### src/rtl/branch_pkg.sv
package branch_pkg;

    typedef enum logic [3:0] {
        COND_ALWAYS  = 4'd0,
        COND_VSET    = 4'd1,
        COND_VCLR    = 4'd2,
        COND_NEG     = 4'd3,
        COND_POS     = 4'd4,
        COND_EQ      = 4'd5,
        COND_NE      = 4'd6,
        COND_ULO     = 4'd7,
        COND_UHS     = 4'd8,
        COND_SGT     = 4'd9,
        COND_SLE     = 4'd10,
        COND_SLT     = 4'd11,
        COND_SGE     = 4'd12,
        COND_UHI     = 4'd13,
        COND_ULS     = 4'd14,
        COND_NEVER   = 4'd15
    } cond_sel_e;

    typedef enum logic [2:0] {
        KIND_LABEL      = 3'd0,
        KIND_LABEL_LINK = 3'd1,
        KIND_REG        = 3'd2,
        KIND_REG_LINK   = 3'd3,
        KIND_RETURN     = 3'd4,
        KIND_RSV5       = 3'd5,
        KIND_RSV6       = 3'd6,
        KIND_RSV7       = 3'd7
    } jump_kind_e;

    localparam int unsigned NUM_COND = 16;

endpackage

### src/rtl/branch_cond_eval.sv
module branch_cond_eval
    import branch_pkg::*;
(
    input  cond_sel_e sel_i,
    input  logic      c_i,
    input  logic      z_i,
    input  logic      s_i,
    input  logic      v_i,
    output logic      hit_o
);
    logic [NUM_COND-1:0] tests;
    logic                lt_signed;
    logic                le_signed;
    logic                le_unsigned;

    assign lt_signed   = s_i ^ v_i;
    assign le_signed   = z_i | lt_signed;
    assign le_unsigned = c_i | z_i;

    // Each pair of codes is a test and its complement; build the table once.
    always_comb begin
        tests                   = '0;
        tests[COND_ALWAYS]      = 1'b1;
        tests[COND_VSET]        = v_i;
        tests[COND_VCLR]        = ~v_i;
        tests[COND_NEG]         = s_i;
        tests[COND_POS]         = ~s_i;
        tests[COND_EQ]          = z_i;
        tests[COND_NE]          = ~z_i;
        tests[COND_ULO]         = c_i;
        tests[COND_UHS]         = ~c_i;
        tests[COND_SGT]         = ~le_signed;
        tests[COND_SLE]         = le_signed;
        tests[COND_SLT]         = lt_signed;
        tests[COND_SGE]         = ~lt_signed;
        tests[COND_UHI]         = ~le_unsigned;
        tests[COND_ULS]         = le_unsigned;
        tests[COND_NEVER]       = 1'b0;
    end

    assign hit_o = tests[sel_i];

endmodule

### src/rtl/branch_target_sel.sv
module branch_target_sel
    import branch_pkg::*;
#(
    parameter int unsigned W = 32
) (
    input  jump_kind_e     kind_i,
    input  logic [W-1:0]   label_i,
    input  logic [W-1:0]   reg_tgt_i,
    input  logic [W-1:0]   link_i,
    output logic [W-1:0]   target_o,
    output logic           saves_link_o,
    output logic           kind_ok_o
);
    always_comb begin
        target_o     = label_i;
        saves_link_o = 1'b0;
        kind_ok_o    = 1'b1;
        unique case (kind_i)
            KIND_LABEL:      target_o = label_i;
            KIND_LABEL_LINK: begin
                target_o     = label_i;
                saves_link_o = 1'b1;
            end
            KIND_REG:        target_o = reg_tgt_i;
            KIND_REG_LINK: begin
                target_o     = reg_tgt_i;
                saves_link_o = 1'b1;
            end
            KIND_RETURN:     target_o = link_i;
            default:         kind_ok_o = 1'b0;
        endcase
    end

endmodule

### src/rtl/branch_resolve.sv
module branch_resolve
    import branch_pkg::*;
#(
    parameter int unsigned W = 32
) (
    input  logic         clk,
    input  logic         rst,
    input  logic [3:0]   cond_sel_i,
    input  logic [2:0]   kind_i,
    input  logic         flag_c_i,
    input  logic         flag_z_i,
    input  logic         flag_s_i,
    input  logic         flag_v_i,
    input  logic [W-1:0] pc_i,
    input  logic [W-1:0] label_i,
    input  logic [W-1:0] reg_tgt_i,
    input  logic [W-1:0] link_i,
    output logic         taken_o,
    output logic [W-1:0] next_pc_o,
    output logic         link_we_o,
    output logic [W-1:0] link_val_o
);
    typedef struct packed {
        logic         taken;
        logic [W-1:0] next_pc;
        logic         link_we;
        logic [W-1:0] link_val;
    } resolve_t;

    localparam resolve_t RESOLVE_IDLE = '0;

    logic         cond_hit;
    logic [W-1:0] target;
    logic         saves_link;
    logic         kind_ok;
    resolve_t     res_d;
    resolve_t     res_q;

    branch_cond_eval u_cond (
        .sel_i (cond_sel_e'(cond_sel_i)),
        .c_i   (flag_c_i),
        .z_i   (flag_z_i),
        .s_i   (flag_s_i),
        .v_i   (flag_v_i),
        .hit_o (cond_hit)
    );

    branch_target_sel #(.W(W)) u_tgt (
        .kind_i       (jump_kind_e'(kind_i)),
        .label_i      (label_i),
        .reg_tgt_i    (reg_tgt_i),
        .link_i       (link_i),
        .target_o     (target),
        .saves_link_o (saves_link),
        .kind_ok_o    (kind_ok)
    );

    always_comb begin
        res_d          = RESOLVE_IDLE;
        res_d.taken    = cond_hit & kind_ok;
        res_d.next_pc  = res_d.taken ? target : pc_i;
        res_d.link_we  = res_d.taken & saves_link;
        res_d.link_val = res_d.link_we ? pc_i : '0;
    end

    always_ff @(posedge clk) begin
        if (rst) res_q <= RESOLVE_IDLE;
        else     res_q <= res_d;
    end

    assign taken_o    = res_q.taken;
    assign next_pc_o  = res_q.next_pc;
    assign link_we_o  = res_q.link_we;
    assign link_val_o = res_q.link_val;

endmodule

### config.mk
export PLATFORM = sky130hd
export DESIGN_NAME = branch_resolve
export DESIGN_NICKNAME = d
export VERILOG_FILES = /design/src/rtl/branch_pkg.sv /design/src/rtl/branch_cond_eval.sv /design/src/rtl/branch_target_sel.sv /design/src/rtl/branch_resolve.sv
export SDC_FILE = /design/constraint.sdc
export NUM_CORES = 1
export LEC_CHECK = 0
export BUFFER_PORTS_ARGS = -buffer_cell sky130_fd_sc_hd__buf_2
export CORE_UTILIZATION = 44
export DETAILED_ROUTE_END_ITERATION = 7
export PLACE_DENSITY = 0.92
export SYNTH_ARGS = -nofsm -noshare
export SYNTH_HDL_FRONTEND = slang
export SYNTH_SLANG_ARGS = --single-unit
### constraint.sdc
create_clock -name clk -period 4.3 [get_ports clk]
set_input_delay 1.075 -clock clk [delete_from_list [all_inputs] [get_ports clk]]
set_output_delay 1.075 -clock clk [all_outputs]
set_load 0.01 [all_outputs]
==> Word-level counts from Yosys, hierarchy flattened <==
Cells that the tools add are included.
{ "op_classes": {"magnitude_cmp": 1, "n_eq_ne": 4, "muxes": 6, "n_bitwise": 13, "reduce_logical": 5} }
{ "ops": {"columns": ["cell", "n"], "rows": [
  ["32-bit case mux with 2 select lines", 1],
  ["32-bit 2-to-1 mux", 1],
  ["1-bit inverter", 8],
  ["3-bit by 2-bit == test with 1-bit output, second input constant", 2],
  ["2-bit OR reduction", 3],
  ["4-bit by 5-bit < comparator with 1-bit output, second input constant", 1],
  ["5-bit OR reduction", 1],
  ["1-bit binary-select mux with 4-bit select", 1],
  ["3-bit by 1-bit == test with 1-bit output, second input constant", 1],
  ["3-bit == test, second input constant", 1],
  ["3-bit logical NOT", 1],
  ["1-bit 2-to-1 mux", 3],
  ["1-bit bitwise AND", 2],
  ["1-bit bitwise OR", 2],
  ["1-bit bitwise XOR", 1]
]} }
{ "word_totals": {"reg_bits": 66, "output_inout_bits": 66, "word_cells": 33} }

==> Logic depth before layout (Yosys ltp) <==
Gate-level depths: netlist of run 1.
{ "depth": {"ltp_word": 9, "ltp_mapped": 8} }

==> Hierarchy <==
A second synthesis of run 1 with hierarchy kept.
{ "unflattened": {"hier_cells": 395, "hier_area_um2": 3338.2} }
{ "by_module_without_submodules": {"columns": ["module", "instances", "cells_each", "area_each_um2", "seq_area_each_um2"], "rows": [
  ["branch_resolve", 1, 218, 2304.7, 1321.3],
  ["branch_target_sel", 1, 155, 872.1, 0.0],
  ["branch_cond_eval", 1, 22, 161.4, 0.0]
]} }

==> Least setup slack after synthesis of run 1 <==
Ideal clock, no wire load.
{ "synth_timing": {"path_type": "input to register", "startpoint": "in cond_sel_i[0]", "endpoint": "reg res_q (netlist bit link_val_o[22])", "arrival_time_ns": 2.551, "t_required_ns": 4.243, "path_slack_ns": 1.692, "path_stages": 7, "cell_sequence": "buf_6 > mux2_2 > a31oi_1 > o211ai_2 > a2111oi_4 > buf_6 > and2_2"} }
{ "synth_via": {"elab_chain_cells": 6} }
{ "synth_lines": {"columns": ["element", "line_no", "rtl"], "rows": [
  ["start: declaration", "branch_resolve.sv:8", "input logic [3:0] cond_sel_i,"],
  ["1-bit binary-select mux with 4-bit select", "branch_cond_eval.sv:41", "assign hit_o = tests[sel_i];"],
  ["1-bit 2-to-1 mux (implied by the code)", "branch_cond_eval.sv:41", null],
  ["1-bit bitwise AND", "branch_resolve.sv:60", "res_d.taken = cond_hit & kind_ok;"],
  ["1-bit bitwise AND", "branch_resolve.sv:62", "res_d.link_we = res_d.taken & saves_link;"],
  ["1-bit inverter (no line)", null, null],
  ["2-bit OR reduction (no line)", null, null],
  ["end signal: assignment", "branch_resolve.sv:68", "else res_q <= res_d;"],
  ["end: declaration", "branch_resolve.sv:37", "resolve_t res_q;"]
]} }
Every way passes these cells. The select of a mux whose other input is x is not followed.
A chain may end at the register's enable or synchronous reset.

==> Final worst setup path of run 1 <==
{ "layout_timing": {"startpoint": "in flag_v_i", "endpoint": "reg res_q (netlist bit link_val_o[13])"} }
{ "layout_via": {"elab_chain_cells": 9, "elab_cells_between_ends": 11, "cone_classes": "mux: 2; bitwise: 8; reduce/logical: 1"} }
{ "layout_lines": {"columns": ["element", "line_no", "rtl"], "rows": [
  ["start: declaration", "branch_resolve.sv:13", "input logic flag_v_i,"],
  ["1-bit bitwise XOR", "branch_cond_eval.sv:16", "assign lt_signed = s_i ^ v_i;"],
  ["1-bit bitwise OR", "branch_cond_eval.sv:17", "assign le_signed = z_i | lt_signed;"],
  ["1-bit inverter", "branch_cond_eval.sv:32", "tests[COND_SGT] = ~le_signed;"],
  ["1-bit binary-select mux with 4-bit select (*)", "branch_cond_eval.sv:41", null],
  ["1-bit 2-to-1 mux (implied by the code) (*)", "branch_cond_eval.sv:41", null],
  ["1-bit bitwise AND (*)", "branch_resolve.sv:60", null],
  ["1-bit bitwise AND (*)", "branch_resolve.sv:62", null],
  ["1-bit inverter (no line) (*)", null, null],
  ["2-bit OR reduction (no line) (*)", null, null]
]} }
Every way passes the cells marked *; elsewhere a longest branch is shown, timed or not. The select of a mux whose other input is x is not followed.

==> metrics.yaml, run 1 <==
maxCapViolations: 0
worst_pin_slew_ns: 1.20
required_ns: 4.56
die_area_um2: 7020
wire_per_inst_um: 15.1
ys_seq_area_share_pct: 44.9
yosysWarnings: 0
ioPinCount: 207
worstPathMaxFanout: 17
fin_crit_sh_pct: 68.5
cp-start-kind: "input pin"
vdd_ir_drop_max_mv: 0.332
outcome: "finished, violations left"
grt-ovfl-total: 0
antenna_found_initial: 0
start_util_pct: 45.8
synth_area_um2: 2940
root_buffer: "clkbuf_8"
cts_resized: 0
final_cell_mix: "buf_2 (206), dfxtp_1 (66), inv_1 (35)"
clock.fmax_ghz: 0.340
cp-end-kind: "flip-flop"
avgSynthCellArea_um2: 9.26
path_cells: "buf_2, mux2_2, a31oi_1, o211ai_2, a2111oi_4, buf_4, and2_1"
seqCellArea_um2: 1320
fillers: 524
place_congestion: 0.800
drive_gt1_share_pct: 47.9
antenna_left: 0
grt_max_degree: 65
rsz0062_at_grt: "no"
drcViolationCount: 28
p_per_area_nw_per_um2: 386
htreeDepth: 3
cts_setup_buffers: 0
clock_sinks: 66
fp.coreArea_um2: 6420
ys_types: 32
numCtsBuffers: 9
path_clk_slew_ns: 0.08
setup_tns_ns: 0
fp.dieH_um: 83.8
finalSetupViolCount: 0
p_total_w: 0.00162
violations: "design-rule violations"
finalHoldViolCount: 0
globalRouteTotalUtil_pct: 25.3
layout.nets: 648
syn_inst: 318
cts_tree: "built"
hold_buffers: 0
critPathMaxStageDelay_ns: 0.79
area_growth_pct: 42.2
drtPass1Iterations: 6
worst-setup-path-type: "input pin to flip-flop"
multi_input_area_um2: 1310
antenna-diode-count: 0
drt_iter0_markers: 159
yosys_register_bits: 66
drv_slew: 0
mostFrequentLayoutCell: "buf_2"
hold_class: "input pin to flip-flop"
worst_ep_arrival_time_ns: 3.20
p_leak_nw: 2.14
fin_crit_ns: 2.95
grt_pass1_wl_mm: 14.2
post-dp-hpwl_mm: 6.48
row_count: 29
clockBufferDepth: 2
critPathSlowestCell: "a2111oi_4"
grt_pass1_vias: 3137
via_count: 3153
relSlewSlack_pct: 19.6
synth_nets: 459
drt-total-wl_mm: 8.92
via_per_inst: 5.35
io_buffer_count: 206
die_x_um: 83.8
## cell usage after synthesis, drive strengths merged
master	number	share of area (%)
xnor2	1	0.30
a2111oi	1	0.94
a221oi	32	10
o211ai	2	0.68
buf	14	3.8
clkbuf	18	2.3
xor2	1	0.30
and2b	1	0.30
o31ai	1	0.26
dfxtp	66	45
a2111o	1	0.38
and2	32	7.3
o41ai	1	0.30
o21ai	34	5.8
mux2	1	0.38
a21oi	1	0.17
o21a	32	8.2
o22ai	32	6.8
nor3	1	0.17
inv	35	4.5
nor3b	1	0.26
a211oi	1	0.26
a21bo	1	0.34
a31oi	1	0.21
a211o	1	0.30
nand3	1	0.17
nand2	3	0.38
nor2	2	0.26
## routing by layer
metal	global-route usage, %	up-vias	part of all wire, %
met2	46.2	143	51
met4	11.4	0	2.0
met5	0	-	0
met3	6.82	19	8.0
li1	-	1526	-
met1	27.1	1465	39
## layout make-up
| class | count | share of cell area [%] |
|---|---|---|
| clock buffer | 9 | 2.96 |
| clock inverter | 7 | 3.38 |
| inverter | 35 | 3.14 |
| multi-input combinational | 185 | 31.3 |
| sequential | 66 | 31.6 |
| tap | 77 | 2.30 |
| timing repair buffer | 210 | 25.3 |
## worst max-delay path: cells and delay by family
kind                   cells  cell delay [ns]
muxes                      1             0.33
and+or+nand+nor            1             0.16
AOI/OAI and AO/OA          3             1.18
buffers and inverters      2             0.44
## stage by stage
step	cell area (um^2)	utilization (%)	setup WS, ns	std cells	hold WS (ns)
2_1_floorplan	2940	-	1.69	318	1.20
3_3_place_gp	3920	61.1	1.13	573	1.29
3_5_place_dp	3920	61.1	1.05	573	1.30
4_1_cts	4190	65.2	1.39	589	0.946
5_1_grt	4190	65.2	1.20	589	0.947
6_report	4190	65.2	1.36	589	0.960
## power breakdown
part / switching, W / total (W) / internal, W
sequential: 0.00000829 / 0.000656 / 0.000648
clock: 0.000230 / 0.000674 / 0.000444
combinational: 0.000156 / 0.000288 / 0.000132
## logic make-up after synthesis
kind of cell    Yosys count  share of synthesized area (%)
simple gates             41                           8.84
compound gates          141                           34.7
xor+xnor                  2                          0.595
flops                    66                           44.9
buf+inv                  67                           10.6
mux                       1                          0.382
## registers in the layout (all words and copies together), names as in the netlist
register	cells
link_val_o	32
link_we_o	1
next_pc_o	32
taken_o	1
## path summary, 6_finish.rpt
check	startpoint	endpoint	slack [ns]	depth (start not counted)
max	flag_v_i	link_val_o[13]	1.36	7
min	pc_i[17]	link_val_o[17]	0.96	2
Note: power is estimated with default switching activity, not from simulation.
==> run 2, diff against run 1 <==
Settings changed: CORE_UTILIZATION 44 to 41, PLACE_DENSITY 0.92 to 0.87.
Clock period 4.3 ns to 2.8 ns, I/O delays scaled along.
==> metrics.yaml, run 2 (synthesized netlist as in run 1, its figures left out) <==
seqCellArea_um2: 1320  # unchanged
placed_area_um2: 4000  # was 3920 um^2
cts_setup_buffers: 0  # unchanged
root_buffer: "clkbuf_8"  # unchanged
switchingPower_w: 0.000627  # was 0.000394 W
io_buffer_count: 206  # unchanged
outcome: "complete, no violations"  # was finished, violations left
clock_power_share_pct: 40.4  # was 41.7%
multi_input_area_um2: 1310  # unchanged
hold_class: "input pin to flip-flop"  # unchanged
die_area_um2: 7520  # was 7020 um^2
drive_gt1_share_pct: 48.5  # was 47.9%
grt-ovfl-total: 0  # unchanged
fillers: 592  # was 524
cp-start-kind: "input pin"  # unchanged
worst_pin_slew_ns: 0.705  # was 1.20 ns
final_cell_mix: "buf_2 (206), dfxtp_1 (66), inv_1 (35)"  # unchanged
path_clk_slew_ns: 0.08  # about the same
fin_cells: 614  # was 589
clock_sinks: 66  # unchanged
clockBufferDepth: 2  # unchanged
ioPinCount: 207  # unchanged
drcViolationCount: 0  # was 28
grt_pass1_wl_mm: 13.5  # was 14.2 mm
layout.nets: 654  # was 648
required_ns: 3.02  # was 4.56 ns
fin_area_um2: 4250  # was 4190 um^2
mostFrequentLayoutCell: "buf_2"  # unchanged
worstPathMaxFanout: 16  # was 17
fin_crit_sh_pct: 74.8
start_util_pct: 42.9  # was 45.8%
p_per_area_nw_per_um2: 576  # was 386 nW/um^2
fp.dieH_um: 86.7  # was 83.8 um
wire_per_inst_um: 15.0  # was 15.1 um
numCtsBuffers: 9  # unchanged
drtPass1Iterations: 4  # was 6
worst_ep_arrival_time_ns: 2.32  # was 3.20 ns
hold_buffers: 0  # unchanged
rsz0062_at_grt: "no"  # unchanged
drt_iter0_markers: 121  # was 159
place_congestion: 0.842  # was 0.800
drv_slew: 0  # unchanged
p_seq_share_pct: 41.1  # was 40.5%
p_total_w: 0.00245  # was 0.00162 W
antenna_found_initial: 0  # unchanged
antenna_left: 0  # unchanged
antenna-diode-count: 0  # unchanged
die_x_um: 86.7  # was 83.8 um
fp.coreArea_um2: 6870  # was 6420 um^2
worst-setup-path-type: "input pin to flip-flop"  # unchanged
htreeDepth: 3  # unchanged
via_count: 3145  # was 3153
maxCapViolations: 0  # unchanged
vdd_ir_drop_max_mv: 0.369  # was 0.332 mV
finalSetupViolCount: 0  # unchanged
power_switching_share_pct: 25.6  # was 24.4%
placedCellCount: 598  # was 573
cts_resized: 0  # unchanged
p_leak_nw: 2.17  # was 2.14 nW
combPwrFrac_pct: 18.5  # was 17.8%
cts_tree: "built"  # unchanged
final_core_util_pct: 61.9  # was 65.2%
grt_max_degree: 51  # was 65
row_count: 30  # was 29
intPower_w: 0.00183  # was 0.00122 W
grt_pass1_vias: 3023  # was 3137
relSlewSlack_pct: 53.0  # was 19.6%
setup_tns_ns: 0  # unchanged
area_growth_pct: 44.5  # was 42.2%
globalRouteTotalUtil_pct: 23.7  # was 25.3%
cp-end-kind: "flip-flop"  # unchanged
clock.fmax_ghz: 0.478
via_per_inst: 5.12  # was 5.35
post-dp-hpwl_mm: 6.98  # was 6.48 mm
drt-total-wl_mm: 9.19  # was 8.92 mm
fin_crit_ns: 2.09
finalHoldViolCount: 0  # unchanged
[run 2: cell count changes in the layout (fill, tap and decap cells not counted), sizes merged]
cell      before  now
buf          210  216
bufinv         4    3
clkbuf         9   10
clkinv         2    1
clkinvlp       1    2
[run 2: power by group through the flow]
stage / Clock (W) / Combinational, W / Sequential [W]
3_5_place_dp: 0 / 0.000454 / 0.00103
6_report: 0.000990 / 0.000455 / 0.00101
5_1_grt: 0.00105 / 0.000497 / 0.00101
2_1_floorplan: 0 / 0.000218 / 0.00106
3_3_place_gp: 0 / 0.000435 / 0.00103
4_1_cts: 0.00101 / 0.000456 / 0.00101
[run 2: stage by stage]
step                      setup slack [ns]  hold WS (ns)
after global placement               0.477         0.916
final                                0.707         0.570
after CTS                            0.712         0.559
after detailed placement             0.370         0.923
after global routing                 0.624         0.569
after floorplan                      0.567         0.822
[run 2: per-layer routing]
metal / part of all wire, % / vias to the layer above / global-route usage [%] / wire (um)
met5: 0 / - / 0 / 0
met4: 1.2 / 0 / 9.55 / 112
met3: 6.8 / 12 / 5.62 / 622
met2: 54 / 144 / 46.2 / 4930
met1: 38 / 1451 / 24.0 / 3530
li1: - / 1538 / - / -
[run 2: worst max-delay path: stages]
cell and delay [ns]:
buf_2 0.12, mux2_2 0.34, a31oi_1 0.21, o211ai_2 0.17, a21bo_1 0.23, buf_4 0.19, a221oi_1 0.34
[run 2: layout make-up]
| type | instances | area share (%) |
|---|---|---|
| Sequential cell | 66 | 31.1 |
| Tap cell | 96 | 2.82 |
| Clock inverter | 6 | 2.68 |
| Clock buffer | 10 | 3.24 |
| Timing Repair Buffer | 216 | 26.3 |
| Multi-Input combinational cell | 185 | 30.8 |
| Inverter | 35 | 3.09 |
[run 2: path summary, 6_finish.rpt]
| path | to | cells after the start | from |
|---|---|---|---|
| setup / recovery | next_pc_o[25] | 7 | flag_v_i |
| hold / removal | link_val_o[15] | 2 | pc_i[15] |
